==> src/rtl/err_rate_tuner.sv <==
module err_rate_tuner #(
  parameter int CW     = 6,
  parameter int K      = 64,
  parameter int DMIN   = 4,
  parameter int DMAX   = 60,
  parameter int WIN    = 16,
  parameter int STREAK = 3,
  parameter int CNTW   = $clog2(WIN + 1),
  parameter int MW     = $clog2(K / 2 + 1)
) (
  input  logic            clk,
  input  logic            rst_n,
  input  logic            tok_valid,
  input  logic            tok_err,
  input  logic [CNTW-1:0] err_target,
  input  logic [CNTW-1:0] err_hyst,
  input  logic            dl_start,
  output logic [CW-1:0]   delay_code,
  output logic [MW-1:0]   margin_code,
  output logic            tuned,
  output logic            dl_busy
);
  localparam int HALF = K / 2;
  localparam int SW   = $clog2(STREAK + 1);

  function automatic logic [MW-1:0] margin_of(input logic [CW-1:0] d);
    int r;
    r = K - int'(d);
    if (r > HALF) r = HALF;
    if (r < 0) r = 0;
    return MW'(r);
  endfunction

  logic [CNTW-1:0] tok_cnt, err_cnt;
  logic [SW-1:0]   streak;
  logic [CW-1:0]   dl_cnt, delay_nxt;

  wire            win_last = tok_valid && (tok_cnt == CNTW'(WIN - 1));
  wire [CNTW:0]   errs     = {1'b0, err_cnt} + {{CNTW{1'b0}}, tok_err};
  wire [CNTW:0]   hi_lim   = {1'b0, err_target} + {1'b0, err_hyst};
  wire            too_many = errs > hi_lim;
  wire            too_few  = (errs + {1'b0, err_hyst}) < {1'b0, err_target};
  wire            in_band  = !too_many && !too_few;

  always_comb begin
    delay_nxt = delay_code;
    if (too_many && delay_code != CW'(DMAX)) delay_nxt = delay_code + 1'b1;
    else if (too_few && delay_code != CW'(DMIN)) delay_nxt = delay_code - 1'b1;
  end

  always_ff @(posedge clk) begin
    if (!rst_n) begin
      tok_cnt <= '0;
      err_cnt <= '0;
    end else if (win_last) begin
      tok_cnt <= '0;
      err_cnt <= '0;
    end else if (tok_valid) begin
      tok_cnt <= tok_cnt + 1'b1;
      err_cnt <= errs[CNTW-1:0];
    end
  end

  always_ff @(posedge clk) begin
    if (!rst_n) begin
      delay_code  <= CW'(DMAX);
      margin_code <= margin_of(CW'(DMAX));
    end else if (win_last) begin
      delay_code  <= delay_nxt;
      margin_code <= margin_of(delay_nxt);
    end
  end

  always_ff @(posedge clk) begin
    if (!rst_n) begin
      streak <= '0;
      tuned  <= 1'b0;
    end else if (win_last) begin
      if (!in_band) begin
        streak <= '0;
        tuned  <= 1'b0;
      end else if (streak != SW'(STREAK)) begin
        streak <= streak + 1'b1;
        tuned  <= (streak == SW'(STREAK - 1));
      end
    end
  end

  always_ff @(posedge clk) begin
    if (!rst_n) dl_cnt <= '0;
    else if (dl_cnt != '0) dl_cnt <= dl_cnt - 1'b1;
    else if (dl_start) dl_cnt <= delay_code;
  end

  assign dl_busy = dl_cnt != '0;


  range_chk: assert property (@(posedge clk) disable iff (!rst_n)
    delay_code >= CW'(DMIN) && delay_code <= CW'(DMAX));


  bound_chk: assert property (@(posedge clk) disable iff (!rst_n)
    (int'(delay_code) + int'(margin_code) <= K) && (int'(margin_code) <= HALF));


  step_chk: assert property (@(posedge clk) disable iff (!rst_n)
    !$stable(delay_code) |-> $past(win_last));


  tuned_chk: assert property (@(posedge clk) disable iff (!rst_n)
    $rose(tuned) |-> $past(win_last));


  launch_chk: assert property (@(posedge clk) disable iff (!rst_n)
    $rose(dl_busy) |-> $past(dl_start));
endmodule

==> config.mk <==
export PLATFORM = sky130hd
export DESIGN_NAME = err_rate_tuner
export DESIGN_NICKNAME = d
export VERILOG_FILES = /design/src/rtl/err_rate_tuner.sv
export SDC_FILE = /design/constraint.sdc
export NUM_CORES = 1
export LEC_CHECK = 0
export ABC_AREA = 1
export BUFFER_PORTS_ARGS = -buffer_cell sky130_fd_sc_hd__buf_4
export CELL_PAD_IN_SITES_DETAIL_PLACEMENT = 1
export CELL_PAD_IN_SITES_GLOBAL_PLACEMENT = 1
export CORE_MARGIN = 1.5
export CORE_UTILIZATION = 38
export CTS_CLUSTER_DIAMETER = 60
export CTS_CLUSTER_SIZE = 28
export DETAILED_ROUTE_END_ITERATION = 6
export PLACE_DENSITY = 0.85
export SLEW_MARGIN = 20
export SYNTH_ARGS = -nofsm -noshare
export SYNTH_HDL_FRONTEND = slang
export SYNTH_SLANG_ARGS = --single-unit
==> constraint.sdc <==
create_clock -name clk -period 3.2 [get_ports clk]
set_input_delay 0 -clock clk [delete_from_list [all_inputs] [get_ports clk]]
set_output_delay 0 -clock clk [all_outputs]
set_load 0.005 [all_outputs]
==> reports/results.tsv <==
stage	metric	value	unit
status	outcome	complete, but fails checks	
status	failing checks	setup timing	
clock_network	number of H-tree levels	2	
worst_setup_path	delay-heaviest family, CP	simple AND/OR/NAND/NOR gates	
worst_setup_path	Crit Path Category	reg -> reg	
route	DRC viols	0	
synth	Synth area leader	dfxtp_1	
place	Placed Area	3256	sq um
route	Initial DRC Count	67	
synth	Commonest cells post-synth	85 x nand2_1, 64 x inv_1, 32 x nor2_1	
final_layout	share of layout cells above drive strength 1	32.31	%
clock_network	CTS Root Cell	clkbuf_8	
pwr	Tot Pwr	1.756	mW
sta	final count of negative-setup-slack endpoints	8	
run	Max-Cap Viols	0	
sta	Pins Over Slew Limit	0	
sta	fin crit period	3517	ps
synth	Yosys reg bits	31	
pwr	P_leak	1.769	nW
final_layout	Final Cell Area	3576	sq um
floorplan	total core area	6756	sq um
worst_setup_path	CP max stage delay	350	ps
sta	clk_skew	9.989	ps
synth	top cells by area, synth	dfxtp_1 23%, ha_1 15%, nand2_1 12%	
worst_setup_path	Levels on crit path	28	
final_layout	Layout area overhead	34.81	%
sta	period utilization	109.9	%
worst_setup_path	cell mode on critical path	nand2_2	
synth	most frequent cell after synthesis	nand2_1	
floorplan	Die H	86.55	microns
sta	Setup WS post-layout	-316.9	ps
pwr	pwr dens	491.0	nW/um^2
synth	post-synthesis xor/xnor area fraction	4.953	%
synth	synthesis warning total	0	
place	Port Buf Inserts	28	
synth	share of the synthesized area in the top cell type	23.40	%
route	WL/cell	15.59	microns
clock_network	Reg clk slew, reported paths	70	ps
worst_setup_path	crit path launch type	register	
sta	RSZ-0062 raised after global routing	true	
sta	Fmax achieved	284.3	MHz
grt	largest net degree at the start of global routing	15	
route	Routed WL	8.390	mm
route	Vias	2784	
synth	Post-synth EDFFs	0	
synth	post-synthesis mux area share	0	%
clock_network	Clock Latency Late Sink	280	ps
final_layout	n_diodes	0	
grt	vias in the first global route	3060	
worst_setup_path	crit end category	register	
worst_setup_path	Worst EP required	3380	ps
grt	GR Util All Layers	23.67	%
place	post-DP HPWL	6.079	mm
synth	Post-Syn Instances	387	
min_path	hold depth	2	
synth	Mapped Area	2653	sq um
worst_setup_path	worst path arrival time	3700	ps
floorplan	Horiz. Die Dim	86.55	microns
floorplan	io pins	29	
grt	first-pass GRT wire length	14.10	mm
clock_network	clock sinks	31	
synth	largest family of logic cells by synthesized area	simple AND/OR/NAND/NOR gates	
synth	register area share after synthesis	23.40	%
route	vias per cell	5.175	
floorplan	Initial Util	39.26	%
clock_network	CTS Buf Count	5	
grt	initial antenna violation count	0	
sta	Max transition margin	65.17	%
route	drt pass-1 iters	4	
synth	compound-gate portion of the synthesized area	10.66	%
synth	Mapped Avg Cell Area	6.854	sq um
floorplan	Rows	30	
synth	Adder-Cell Fraction of Synth Area	16.13	%
worst_setup_path	r2r worst-path depth	28	
place	GPL Wtd Cong	0.8163	
sta	final hold vios	0	
min_path	Hold WC Path Type	in -> reg	
clock_network	TritonCTS clock tree	built	
worst_setup_path	Slowest cell on crit path	dfxtp_2	
synth	simple-gate share of the synthesized area	34.06	%
worst_setup_path	CP Max Fanout	5	
route	ANT nets after route	0	
grt	grt ovf	0	
synth	Mapped Nets	435	
floorplan	Die ar.	7491	sq um
sta	Tightest Pin Transition	521.7	ps
pwr	VDD IR-drop max	0.2101	mV
synth	top_reg_cell synth	dfxtp_1	
final_layout	Final #Nets	505	
worst_setup_path	buffers plus inverters on the worst setup path	2	
clock_network	CTS max path bufs	2	
synth	post-synth cell types	36	
synth	Async SR Flop Fraction	0	%
[registers in the layout (all words and copies together) (netlist names)]
register	count
delay_code	6
dl_cnt	6
margin_code	6
err_cnt	5
tok_cnt	5
streak	2
tuned	1
[metal layers]
metal / part of all wire [%] / GRT usage [%]
met4: 1.1 / 5.572
met2: 53 / 45.45
met3: 2.3 / 3.048
met5: 0 / 0
met1: 43 / 27.60
[path summary, 6_finish.rpt]
path / from / end / slack, ps
min reg2reg: dl_cnt[0] / dl_cnt[0] / 460
max reg2reg: err_cnt[0] / margin_code[1] / -320
min: tok_valid / err_cnt[3] / 20
max: err_cnt[0] / margin_code[1] / -320
[timing repair]
action,4_1_cts,5_1_grt
gates resized for setup,22,17
setup endpoints to repair,13,13
hold endpoints to repair,3,0
pin swaps,24,22
hold buffers,1,0
buffers inserted,5,0
[kinds of logic (layout without fill, tap and decap cells)]
kind of cell,Yosys count,after routing
compound gates,48,48
xor+xnor,15,15
fa+ha+maj,33,33
buf+inv,75,146
flops,31,31
simple gates,185,185
[stage by stage]
| step | util (%) | hold WS, ps | TNS, ps | std cells | setup slack [ps] |
|---|---|---|---|---|---|
| 2_1_floorplan | - | 117.5 | -945.8 | 387 | -169.3 |
| 3_3_place_gp | 48.19 | 233.0 | -1405 | 524 | -236.8 |
| 3_5_place_dp | 48.19 | 236.7 | -3043 | 524 | -423.5 |
| 4_1_cts | 52.17 | 3.134 | -1208 | 538 | -210.1 |
| 5_1_grt | 52.93 | 29.09 | -4266 | 538 | -538.1 |
| 6_report | 52.93 | 15.84 | -1898 | 538 | -316.9 |
[where the power goes]
group / switching, mW / leakage [nW] / internal, mW / total, mW
sequential: 0.0274 / 0.254 / 0.425 / 0.453
clock: 0.159 / 0.0612 / 0.252 / 0.412
combinational: 0.522 / 1.45 / 0.370 / 0.892
total: 0.709 / 1.77 / 1.05 / 1.76
[cell usage in the layout, fill, tap and decap left out, types with 2 or more instances in the layout]
| master | n |
|---|---|
| dfxtp_2 | 3 |
| a21oi_1 | 14 |
| xor2_1 | 11 |
| nor3_1 | 7 |
| a31oi_1 | 2 |
| o21a_1 | 2 |
| inv_1 | 59 |
| xnor2_1 | 2 |
| nor2_1 | 31 |
| o22ai_1 | 6 |
| nand4_1 | 6 |
| nor2_2 | 5 |
| clkinv_1 | 2 |
| nand2_2 | 18 |
| nand3_2 | 11 |
| nand3_4 | 2 |
| o21ai_0 | 11 |
| buf_4 | 64 |
| nand2_4 | 5 |
| nor2_4 | 4 |
| ha_1 | 26 |
| nand2_1 | 72 |
| dfxtp_1 | 28 |
| inv_2 | 10 |
| a211oi_1 | 4 |
| nand3_1 | 20 |
| ha_4 | 5 |
| a21oi_2 | 3 |
| clkbuf_8 | 6 |
[worst reg2reg max path: cells and delay by family (launching register included)]
family | cells | cell delay [ps]
adder cells (fa/ha/maj) | 5 | 1050
flip-flops | 1 | 350
AO/OA/AOI/OAI | 2 | 280
AND/OR/NAND/NOR | 17 | 1330
buffers and inverters | 2 | 110
XOR/XNOR | 2 | 280
[cell type report]
class,count,area [sq um]
clock inverters,2,35.03
multi-input cells,281,1946
inverters,71,266.5
flip-flops and latches,31,624.3
well taps,80,100.1
fillers,859,3181
clock buffers,6,82.58
repair buffers,67,521.8
No activity file was read; power rests on OpenSTA's default activity.
